--- config.mk ---
export PLATFORM = sky130hd
export DESIGN_NAME = ppm_dual_ref_mon
export DESIGN_NICKNAME = d
export VERILOG_FILES = /design/src/rtl/ppm_mon_pkg.sv /design/src/rtl/ppm_ref_sync.sv /design/src/rtl/ppm_gate_timer.sv /design/src/rtl/ppm_edge_counter.sv /design/src/rtl/ppm_dual_ref_mon.sv
export SDC_FILE = /design/constraint.sdc
export NUM_CORES = 1
export LEC_CHECK = 0
export ABC_CLOCK_PERIOD_IN_PS = 2500
export BUFFER_PORTS_ARGS = -buffer_cell sky130_fd_sc_hd__buf_2
export CORE_AREA = 2 2 77 116
export CTS_CLUSTER_DIAMETER = 40
export DETAILED_ROUTE_END_ITERATION = 8
export DIE_AREA = 0 0 79 118
export PLACE_DENSITY = 0.75
export SLEW_MARGIN = 10
export SYNTH_ARGS = -nofsm -noshare
export SYNTH_HDL_FRONTEND = slang
export SYNTH_SLANG_ARGS = --single-unit
--- constraint.sdc ---
create_clock -name clk_i -period 2.5 [get_ports clk_i]
set_clock_uncertainty 0.05 [all_clocks]
set_input_delay 0.375 -clock clk_i [delete_from_list [all_inputs] [get_ports clk_i]]
set_output_delay 0.375 -clock clk_i [all_outputs]
set_load 0.02 [all_outputs]
--- src/rtl/ppm_mon_pkg.sv ---
package ppm_mon_pkg;
  localparam int unsigned NUM_REF   = 2;
  localparam int unsigned SYNC_STGS = 2;

  function automatic int unsigned cnt_width(input int unsigned hi_count);
    return $clog2(hi_count + 2);
  endfunction
endpackage

--- src/rtl/ppm_ref_sync.sv ---
module ppm_ref_sync #(
  parameter int unsigned STAGES = 2
) (
  input  logic clk_i,
  input  logic rst_ni,
  input  logic ref_i,
  output logic edge_o
);
  logic [STAGES:0] sh_q;

  always_ff @(posedge clk_i or negedge rst_ni) begin
    if (!rst_ni) sh_q <= '0;
    else         sh_q <= {sh_q[STAGES-1:0], ref_i};
  end

  // rising edge on the last synchronized stage
  assign edge_o = sh_q[STAGES-1] & ~sh_q[STAGES];

  a_r8_single_edge: assert property (@(posedge clk_i) disable iff (!rst_ni)
    edge_o |=> !edge_o);
endmodule

--- src/rtl/ppm_gate_timer.sv ---
module ppm_gate_timer #(
  parameter int unsigned GATE_CYCLES = 200_000_000
) (
  input  logic clk_i,
  input  logic rst_ni,
  output logic gate_end_o
);
  localparam int unsigned TW = (GATE_CYCLES > 1) ? $clog2(GATE_CYCLES) : 1;
  localparam logic [TW-1:0] LAST = TW'(GATE_CYCLES - 1);

  logic [TW-1:0] tmr_q;

  always_ff @(posedge clk_i or negedge rst_ni) begin
    if (!rst_ni)           tmr_q <= '0;
    else if (tmr_q == LAST) tmr_q <= '0;
    else                   tmr_q <= tmr_q + 1'b1;
  end

  assign gate_end_o = (tmr_q == LAST);

  a_r6_timer_range: assert property (@(posedge clk_i) disable iff (!rst_ni)
    tmr_q <= LAST);
  a_r6_gate_spacing: assert property (@(posedge clk_i) disable iff (!rst_ni)
    gate_end_o |=> (tmr_q == '0));
endmodule

--- src/rtl/ppm_edge_counter.sv ---
module ppm_edge_counter #(
  parameter int unsigned LO_COUNT = 16_383_803,
  parameter int unsigned HI_COUNT = 16_384_197
) (
  input  logic clk_i,
  input  logic rst_ni,
  input  logic edge_i,
  input  logic gate_end_i,
  output logic flag_o
);
  import ppm_mon_pkg::*;
  localparam int unsigned CW = cnt_width(HI_COUNT);
  localparam logic [CW-1:0] CMAX = '1;
  localparam logic [CW-1:0] LO_C = CW'(LO_COUNT);
  localparam logic [CW-1:0] HI_C = CW'(HI_COUNT);

  logic [CW-1:0] cnt_q, cnt_nx;
  logic          flag_q, out_win;

  // saturate so a runaway reference cannot alias into the window
  assign cnt_nx  = (cnt_q == CMAX) ? CMAX : cnt_q + CW'(edge_i);
  assign out_win = (cnt_nx < LO_C) || (cnt_nx > HI_C);

  always_ff @(posedge clk_i or negedge rst_ni) begin
    if (!rst_ni) begin
      cnt_q  <= '0;
      flag_q <= 1'b0;
    end else if (gate_end_i) begin
      cnt_q  <= '0;
      flag_q <= out_win;
    end else begin
      cnt_q  <= cnt_nx;
    end
  end

  assign flag_o = flag_q;

  a_r6_flag_hold: assert property (@(posedge clk_i) disable iff (!rst_ni)
    !gate_end_i |=> $stable(flag_q));
  a_r9_no_wrap: assert property (@(posedge clk_i) disable iff (!rst_ni)
    !gate_end_i |=> (cnt_q >= $past(cnt_q)));
  a_r5_clear: assert property (@(posedge clk_i) disable iff (!rst_ni)
    gate_end_i |=> (cnt_q == '0));
endmodule

--- src/rtl/ppm_dual_ref_mon.sv ---
module ppm_dual_ref_mon #(
  parameter int unsigned GATE_CYCLES = 200_000_000,
  parameter int unsigned NOM_COUNT   = 16_384_000,
  parameter int unsigned LO_COUNT    = 16_383_803,
  parameter int unsigned HI_COUNT    = 16_384_197
) (
  input  logic       clk_i,
  input  logic       rst_ni,
  input  logic [1:0] ref_i,
  output logic [1:0] alarm_o
);
  import ppm_mon_pkg::*;

  logic                gate_end;
  logic [NUM_REF-1:0]  edge_det;
  logic [NUM_REF-1:0]  flag;

  ppm_gate_timer #(.GATE_CYCLES(GATE_CYCLES)) u_timer (
    .clk_i     (clk_i),
    .rst_ni    (rst_ni),
    .gate_end_o(gate_end)
  );

  for (genvar i = 0; i < NUM_REF; i++) begin : g_ch
    ppm_ref_sync #(.STAGES(SYNC_STGS)) u_sync (
      .clk_i (clk_i),
      .rst_ni(rst_ni),
      .ref_i (ref_i[i]),
      .edge_o(edge_det[i])
    );
    ppm_edge_counter #(.LO_COUNT(LO_COUNT), .HI_COUNT(HI_COUNT)) u_cnt (
      .clk_i     (clk_i),
      .rst_ni    (rst_ni),
      .edge_i    (edge_det[i]),
      .gate_end_i(gate_end),
      .flag_o    (flag[i])
    );
  end

  assign alarm_o = flag;

  initial begin
    a_r2_window_order: assert (LO_COUNT <= NOM_COUNT && NOM_COUNT <= HI_COUNT);
  end

  a_r1_rise_at_gate: assert property (@(posedge clk_i) disable iff (!rst_ni)
    (alarm_o != $past(alarm_o)) |-> $past(gate_end));
endmodule

==> After elaboration in Yosys (flattened, before gate mapping) <==
Cells that the tools add are included.
{ "word_totals": {"wordCells": 28, "output_inout_bits": 2, "inputBits": 4, "ff_bits": 84} }
{ "classes": {"n_reduce_logical": 2, "muxes": 5, "n_bitwise": 4, "n_eq_ne": 3, "magnitude_cmp": 4, "addsub": 3} }
{ "op_table": {"columns": ["op", "n"], "rows": [
  ["two-way mux 24 bit", 4],
  ["adder 24 x 1 -> 24 bit", 2],
  ["equality test 24 bit, second input constant", 2],
  ["> comparator 24 bit, second input constant", 2],
  ["< comparator 24 bit, second input constant", 2],
  ["adder 28 x 1 -> 28 bit, second input constant", 1],
  ["equality test 28 bit, second input constant", 1],
  ["two-way mux 28 bit", 1],
  ["bitwise AND 1 bit", 2],
  ["logical OR 1 bit", 2],
  ["NOT 1 bit", 2]
]} }

==> Logic depth before layout (Yosys ltp) <==
Gate-level depths: netlist (run 1).
{ "logic_depth": {"ltp_word": 6, "mapped_depth": 11, "ltp_nobuf": 10} }

==> Modules after synthesis <==
A second synthesis (run 1) with hierarchy kept.
{ "hier_totals": {"hier_cells": 552, "hier_area_um2": 5079.9} }
{ "by_module_without_submodules": {"columns": ["mod", "seq_area_each_um2", "area_each_um2", "n_inst", "cells_per_inst"], "rows": [
  ["ppm_edge_counter", 625.6, 1722.9, 2, 200],
  ["ppm_gate_timer", 700.7, 1456.4, 1, 144],
  ["ppm_ref_sync", 75.1, 88.8, 2, 4]
]} }

==> Least setup slack after synthesis (run 1) <==
Ideal clock, no wire load.
{ "synth_timing": {"path_kind": "reg2reg", "startpoint": "register g_ch[1].u_sync.sh_q[1]", "endpoint": "register g_ch[1].u_cnt.flag_q", "t_arrival_ns": 2.283, "required_time_ns": 2.325, "stages_incl_launch_ff": 12, "synth_period_minus_slack_ns": 2.459, "setup_slack_ns": 0.041, "setup_time_ns": 0.125, "path_buffers": 1, "path_cell_list": "dfrtp_1 > nor2b_1 > ha_1 > ha_1 > buf_2 > nand2b_1 > o32a_1 > o22a_1 > o311ai_0 > o211ai_1 > o22ai_1 > a21oi_1"} }
{ "synth_between": {"elab_chain_cells": 5, "word_cells_on_any_way": 6, "cone_classes": "1 x add/sub; 2 x order compare; 1 x mux; 1 x bitwise; 1 x reduce/logical"} }
{ "synth_lines": {"columns": ["item", "line", "rtl"], "rows": [
  ["start: declaration", "ppm_ref_sync.sv:9", "logic [STAGES:0] sh_q;"],
  ["start signal: assignment", "ppm_ref_sync.sv:13", "else sh_q <= {sh_q[STAGES-1:0], ref_i};"],
  ["bitwise AND 1 bit (*)", "ppm_ref_sync.sv:17", "assign edge_o = sh_q[STAGES-1] & ~sh_q[STAGES];"],
  ["adder 24 x 1 -> 24 bit (*)", "ppm_edge_counter.sv:21", "assign cnt_nx = (cnt_q == CMAX) ? CMAX : cnt_q + CW'(edge_i);"],
  ["two-way mux 24 bit (*)", "ppm_edge_counter.sv:21", null],
  ["< comparator 24 bit or > comparator 24 bit (tied branches)", "ppm_edge_counter.sv:22", "assign out_win = (cnt_nx < LO_C) || (cnt_nx > HI_C);"],
  ["logical OR 1 bit (*)", "ppm_edge_counter.sv:22", null],
  ["end signal: assignment", "ppm_edge_counter.sv:30", "flag_q <= out_win;"],
  ["end: declaration", "ppm_edge_counter.sv:18", "logic flag_q, out_win;"]
]} }
Mark *: on every way between the ends. The rest lies on a longest branch, timed or not.
A chain may end at the register's enable or synchronous reset.

==> Final worst setup path (run 1) <==
{ "layout_timing": {"startpoint": "register g_ch[0].u_sync.sh_q[1]", "endpoint": "register g_ch[0].u_cnt.flag_q"} }
{ "layout_between": {"elab_chain_cells": 5, "word_cells_on_any_way": 6, "cone_classes": "1 x add/sub; 2 x order compare; 1 x mux; 1 x bitwise; 1 x reduce/logical"} }
{ "layout_lines": {"columns": ["item", "line"], "rows": [
  ["start: declaration", "ppm_ref_sync.sv:9"],
  ["start signal: assignment", "ppm_ref_sync.sv:13"],
  ["bitwise AND 1 bit (*)", "ppm_ref_sync.sv:17"],
  ["adder 24 x 1 -> 24 bit (*)", "ppm_edge_counter.sv:21"],
  ["two-way mux 24 bit (*)", "ppm_edge_counter.sv:21"],
  ["< comparator 24 bit or > comparator 24 bit (tied branches)", "ppm_edge_counter.sv:22"],
  ["logical OR 1 bit (*)", "ppm_edge_counter.sv:22"],
  ["end signal: assignment", "ppm_edge_counter.sv:30"],
  ["end: declaration", "ppm_edge_counter.sv:18"]
]} }
Marks and branches as above.

==> flow_metrics.py, run 1 <==
metrics = {
    "global_routing": {
        "grt_overflow_total": 0,
        "grt_pass1_wl_mm": 16.2,
        "grt_max_degree": 44,
        "grt_pass1_vias": 3670,
        "grt_usage_pct": 22.0,
        "antenna_found_initial": 0,
    },
    "logic_synthesis": {
        "synth_area_leaders": "dfrtp_1, nor2_1, xor2_1, xnor2_1, nand3_1",
        "syn_avg_cell_area_sq_um": 9.10,
        "synth_cells": 512,
        "synth_warnings": 0,
        "synthDistinctLibCells": 54,
        "synthFlopType": "dfrtp_1",
        "synth_top_area_share_pct": 45.1,
        "yosysTopAreaCell": "dfrtp_1",
        "netlist_area_sq_mm": 0.00466,
        "ys_async_sr_fraction_pct": 100,
        "syn-num-nets": 521,
        "ys_ff_latch": 84,
        "synth-edff-count": 0,
        "synth-seq-area-share_pct": 45.1,
    },
    "finish": {
        "final_cell_mix": "nor2_1, dfrtp_1, xor2_1, nand3_1, buf_4",
        "diodes": 0,
        "final_common_cell": "nor2_1",
        "stdcell_area_sq_mm": 0.00532,
        "syn2layout_area_growth_pct": 14.1,
        "drive_above_1_share_pct": 14.2,
        "finalNetCount": 541,
    },
    "drt": {
        "dr.pass1.iters": 4,
        "vias_per_cell": 5.80,
        "wirelength_mm": 9.61,
        "wl_per_cell_microns": 14.9,
        "drc_errors": 0,
        "vias": 3735,
        "ant_nets": 0,
        "drtIter0Drc": 208,
    },
    "critical_path": {
        "cp.required_ns": 2.68,
        "crit_family": "simple AND/OR/NAND/NOR gates",
        "slowest_delay_ns": 0.35,
        "critical_path.max_fanout": 4,
        "path_class": "flip-flop to flip-flop",
        "crit_buf_inv": 1,
        "cp-end-kind": "flip-flop",
        "startpoint_type": "flip-flop",
        "worstPathCellList": "nor2b_1 -> ha_2 -> nand4_1 -> buf_4 -> nor4_1 -> xnor2_1 -> nand2b_1 -> nor3_1 -> a41o_1 -> a21oi_1",
        "cp.arrival_ns": 2.61,
        "cp_slowest_cell": "nor4_1",
    },
    "timing": {
        "post-route-period-util_pct": 97.4,
        "hold_violations": 0,
        "maxSlewViolCount": 0,
        "fin_crit_ns": 2.43,
        "grt_setup_unrepaired": "yes",
        "tightest_slew_ns": 0.547,
        "max_freq_mhz": 411,
        "finalSetupViolations": 0,
        "max_slew_margin_pct": 63.5,
    },
    "die": {
        "core-area_sq_mm": 0.00831,
        "die_h_microns": 118,
        "fp.dieW_microns": 79,
        "start_util_pct": 56.1,
        "ios": 6,
        "die_area_sq_mm": 0.00932,
        "rows": 41,
    },
    "placed_design": {
        "hpwl_mm": 6.79,
        "placed_cell_area_sq_mm": 0.00491,
        "portBuffers": 5,
        "gp_congestion": 0.874,
    },
    "clocking": {
        "cts_tree": "done",
        "clock-sinks": 84,
        "insertion_delay_ns": 0.34,
        "cts_max_level": 3,
        "clk_pin_slew_worst_paths_ns": 0.06,
        "cts_root_buffer": "clkbuf_16",
        "cts-buffers-inserted": 9,
        "clock_tree.buffer_depth": 2,
    },
    "pwr": {
        "peakVddDrop_mv": 0.386,
        "power_density_mw_per_mm2": 646,
        "switching_share_pct": 27.4,
        "comb_power_share_pct": 13.7,
        "finalPower_mw": 3.43,
        "clock_power_share_pct": 39.2,
        "p_sw_mw": 0.940,
        "p_leak_nw": 2.43,
        "power_frac_seq_pct": 47.1,
        "internal_power_mw": 2.49,
    },
    "status": {
        "status": "finished, final reports clean",
    },
    "min_path": {
        "hold_class": "input pin to flip-flop",
    },
    "flow_run": {
        "cap_viol_max_count": 0,
    },
}
area by class of cell:
| class | count | area (sq um) |
|---|---|---|
| Inverter | 5 | 18.8 |
| Timing Repair Buffer | 40 | 305 |
| Sequential cell | 84 | 2100 |
| Multi-Input combinational cell | 392 | 2450 |
| Clock buffer | 12 | 256 |
| Fill cell | 686 | 3000 |
| Clock inverter | 4 | 47.5 |
| Tap cell | 107 | 134 |
kinds of logic after synthesis:
logic type                 count (synthesis)  synth area share, %
and+or+nand+nor                          268                 29.3
DFF                                       84                 45.1
xor gates and xnor gates                  68                 12.8
AOI/OAI and AO/OA                         49                 6.90
buffers and inverters                     36                 4.11
adders and majority gates                  5                 1.34
muxes                                      2                0.430
metal layers:
metal / track usage (%) / share of wire [%]
met1: 25.2 / 40
met4: 10.8 / 3.2
met2: 38.1 / 54
met3: 4.60 / 2.7
met5: 0 / 0
synthesized netlist by cell type (9+ instances only):
cell type / number
xor2_1: 39
a21oi_1: 19
buf_2: 15
nand3_1: 36
dfrtp_1: 84
nor3_1: 11
nor2_1: 110
buf_4: 10
nand2_1: 31
and3_1: 9
xnor2_1: 29
nand4_1: 21
nor4_1: 9
path summary, 6_finish.rpt:
check | startpoint | slack [ns] | cells after the start | endpoint
worst min-delay path | ref_i[0] | 0.09 | 1 | g_ch[0].u_sync.sh_q[0]$_DFF_PN0_
worst max-delay path | g_ch[0].u_sync.sh_q[1]$_DFF_PN0_ | 0.07 | 10 | g_ch[0].u_cnt.flag_o$_DFFE_PN0N_
worst max register to register | g_ch[0].u_sync.sh_q[1]$_DFF_PN0_ | 0.07 | 10 | g_ch[0].u_cnt.flag_o$_DFFE_PN0N_
max in group asynchronous | rst_ni | 1.28 | 3 | u_timer.tmr_q[6]$_DFF_PN0_
min in group asynchronous | rst_ni | 0.52 | 2 | g_ch[1].u_cnt.cnt_q[4]$_DFF_PN0_
worst min register to register | g_ch[1].u_sync.sh_q[0]$_DFF_PN0_ | 0.29 | 0 | g_ch[1].u_sync.sh_q[1]$_DFF_PN0_
power groups by stage:
stage / Clock, mW / Sequential, mW / Combinational, mW
floorplan: 0 / 1.52 / 0.424
global placement: 0 / 1.62 / 0.424
detailed placement: 0 / 1.62 / 0.433
CTS: 1.38 / 1.60 / 0.438
global route: 1.44 / 1.64 / 0.536
finish: 1.34 / 1.62 / 0.471
through the flow:
step / std cells / setup TNS (ns) / hold slack (ns) / setup WS (ns) / utilization, %
2_1_floorplan: 512 / 0 / 0.0294 / 0.0414 / -
3_3_place_gp: 624 / 0 / 0.290 / 0.0665 / 59.0
3_5_place_dp: 624 / -0.00419 / 0.286 / -0.00419 / 59.0
4_1_cts: 641 / 0 / 0.0750 / 0.0251 / 62.8
5_1_grt: 644 / -0.0651 / 0.0774 / -0.0414 / 64.0
6_report: 644 / 0 / 0.0863 / 0.0651 / 64.0
registers in the layout, summed over array words and instances, names as in the netlist:
name	count
g_ch.u_cnt.cnt_q	48
u_timer.tmr_q	28
g_ch.u_sync.sh_q	6
g_ch.u_cnt.flag_o	2
worst register-to-register path: stages (launching register included):
cell      delay [ns]
dfrtp_1         0.33
nor2b_1         0.16
ha_2            0.23
nand4_1         0.24
buf_4           0.23
nor4_1          0.35
xnor2_1         0.21
nand2b_1        0.09
nor3_1          0.15
a41o_1          0.22
a21oi_1         0.06
repair_timing:
item / 4_1_cts / 5_1_grt
setup endpoints to repair: 1 / 2
hold endpoints to repair: 42 / 0
hold buffers: 1 / 0
resized for setup: 2 / 15
setup buffers: 0 / 3
pin swaps: 0 / 6
Note: power is estimated with default switching activity, not from simulation.
==> run 2: changes to the inputs <==
- CTS_BUF_LIST: unset -> sky130_fd_sc_hd__clkbuf_16
- HOLD_SLACK_MARGIN: unset -> 0.06
- PLACE_DENSITY: 0.75 -> 0.81
==> run 2 against run 1 <==
Cell count fell by 0.47%. Wire length increased by 4.6%. Global-route usage grew 0.97 points. Sequential cell count unchanged. Maximum frequency is 0.67% lower. First-iteration DRC count rose by 26%. Clock-buffer cell count fell by 3. Critical path depth stayed put. Critical path type unchanged.
==> flow_metrics.py, run 2 (synthesis gave the netlist of run 1 again) <==
metrics = {
    "critical_path": {
        "cp.arrival_ns": 2.62,
        "critPathLaunch": "g_ch[1].u_sync.sh_q[2]$_DFF_PN0_",
        "cp.depth": 10,
        "cp.required_ns": 2.67,
        "critical_path.max_fanout": 6,
        "timing.rr.start": "g_ch[1].u_sync.sh_q[2]$_DFF_PN0_",
        "cp_slowest_cell": "or4_1",
        "worstPathCellList": "nor2b_1 -> ha_1 -> buf_4 -> and4_4 -> nand4_1 -> xnor2_2 -> o2111ai_1 -> or4_1 -> o22ai_1 -> a21oi_1",
        "startpoint_type": "flip-flop",
        "path_class": "flip-flop to flip-flop",
        "crit_buf_inv": 1,
        "slowest_delay_ns": 0.42,
        "r2r_cells": 10,
        "crit_family": "simple AND/OR/NAND/NOR gates",
        "cp-end-kind": "flip-flop",
    },
    "clocking": {
        "insertion_delay_ns": 0.34,
        "clock_tree.buffer_depth": 2,
        "cts_root_buffer": "clkbuf_16",
        "cts-buffers-inserted": 9,
        "cts_tree": "done",
        "clk_pin_slew_worst_paths_ns": 0.06,
        "clock-sinks": 84,
        "cts_max_level": 3,
    },
    "timing": {
        "maxSlewViolCount": 0,
        "hold_slack_ns": 0.0929,
        "finalWorstSetupSlack_ns": 0.0487,
        "tightest_slew_ns": 0.548,
        "finalSetupTns_ns": 0,
        "grt_setup_unrepaired": "yes",
        "post-route-period-util_pct": 98.1,
        "fin_crit_ns": 2.45,
        "hold_violations": 0,
        "finalSetupViolations": 0,
        "max_freq_mhz": 408,
        "max_slew_margin_pct": 63.1,
    },
    "placed_design": {
        "gp_congestion": 0.901,
        "placed_cell_area_sq_mm": 0.00491,
        "portBuffers": 5,
        "dp_slack_ns": 0.0154,
        "hpwl_mm": 6.76,
    },
    "finish": {
        "final_core_util_pct": 64.2,
        "largest-register": "g_ch.u_cnt.cnt_q",
        "syn2layout_area_growth_pct": 14.6,
        "drive_above_1_share_pct": 14.0,
        "reg_top3": "g_ch.u_cnt.cnt_q (48), u_timer.tmr_q (28), g_ch.u_sync.sh_q (6)",
        "final_common_cell": "nor2_1",
        "final_cell_mix": "nor2_1, dfrtp_1, xor2_1, nand3_1, buf_4",
        "stdcell_area_sq_mm": 0.00534,
        "diodes": 0,
        "largest_reg_flops": 48,
        "finalNetCount": 541,
    },
    "status": {
        "status": "finished, final reports clean",
    },
    "die": {
        "fp.dieW_microns": 79,
        "start_util_pct": 56.1,
        "die_area_sq_mm": 0.00932,
        "ios": 6,
        "core-area_sq_mm": 0.00831,
        "die_h_microns": 118,
        "rows": 41,
    },
    "drt": {
        "drtIter0Drc": 263,
        "vias_per_cell": 5.88,
        "dr.pass1.iters": 5,
        "wirelength_mm": 10.0,
        "vias": 3772,
        "drc_errors": 0,
        "ant_nets": 0,
        "wl_per_cell_microns": 15.7,
    },
    "min_path": {
        "hold_class": "input pin to flip-flop",
        "min_from": "ref_i[0]",
        "hold_depth": 1,
    },
    "global_routing": {
        "grt_overflow_total": 0,
        "grt_max_degree": 46,
        "antenna_found_initial": 0,
        "grt_pass1_vias": 3826,
        "grt_pass1_wl_mm": 17.0,
        "grt_usage_pct": 22.9,
    },
    "flow_run": {
        "cap_viol_max_count": 0,
    },
    "pwr": {
        "p_leak_nw": 2.44,
        "power_density_mw_per_mm2": 648,
        "peakVddDrop_mv": 0.386,
    },
}
-- run 2: changes by cell type in the layout (fill, tap and decap cells not counted), sizes merged --
cell,previous run,this run
clkinv,2,1
clkbuf,12,9
clkinvlp,1,0
bufinv,1,2
inv,5,6
-- run 2: final cells by class --
cell class | count | area (sq um)
clock buffer | 9 | 225
clock inverter | 4 | 68.8
fill | 676 | 2970
inverter | 5 | 18.8
multi-input combinational | 392 | 2480
sequential | 84 | 2100
tap | 107 | 134
timing repair buffer | 40 | 305
-- run 2: timing repair --
action                                  4_1_cts  5_1_grt
endpoints found under the setup margin        2        2
gates resized for setup                       4       17
endpoints found under the hold margin        39        0
pin swaps                                     0        3
buffers inserted                              0        2
hold buffers                                  1        0
-- run 2: path summary, 6_finish.rpt --
kind | slack (ns) | endpoint
setup / recovery | 0.05 | g_ch[1].u_cnt.flag_o$_DFFE_PN0N_
hold / removal | 0.09 | g_ch[0].u_sync.sh_q[0]$_DFF_PN0_
setup reg to reg | 0.05 | g_ch[1].u_cnt.flag_o$_DFFE_PN0N_
hold reg to reg | 0.30 | g_ch[0].u_sync.sh_q[1]$_DFF_PN0_
max in group asynchronous | 1.26 | u_timer.tmr_q[2]$_DFF_PN0_
min in group asynchronous | 0.52 | g_ch[0].u_cnt.cnt_q[13]$_DFF_PN0_
-- run 2: per-layer routing --
metal | vias to the layer above | wire length, microns | GRT usage [%]
met3 | 28 | 353 | 4.91
met4 | 0 | 316 | 11.9
met1 | 1835 | 4060 | 26.7
met5 | - | 0 | 0
met2 | 98 | 5320 | 39.0
li1 | 1811 | - | -
-- run 2: power by group --
part           total [mW]  internal [mW]  switching [mW]
Clock                1.35          0.852           0.498
Combinational       0.492          0.219           0.273
Sequential           1.62           1.45           0.166
-- run 2: stage by stage --
| step | power (mW) | cells |
|---|---|---|
| 3_5_place_dp | 2.06 | 625 |
| 4_1_cts | 3.43 | 639 |
| 3_3_place_gp | 2.04 | 625 |
| 2_1_floorplan | 1.95 | 512 |
| 5_1_grt | 3.62 | 641 |
| 6_report | 3.46 | 641 |
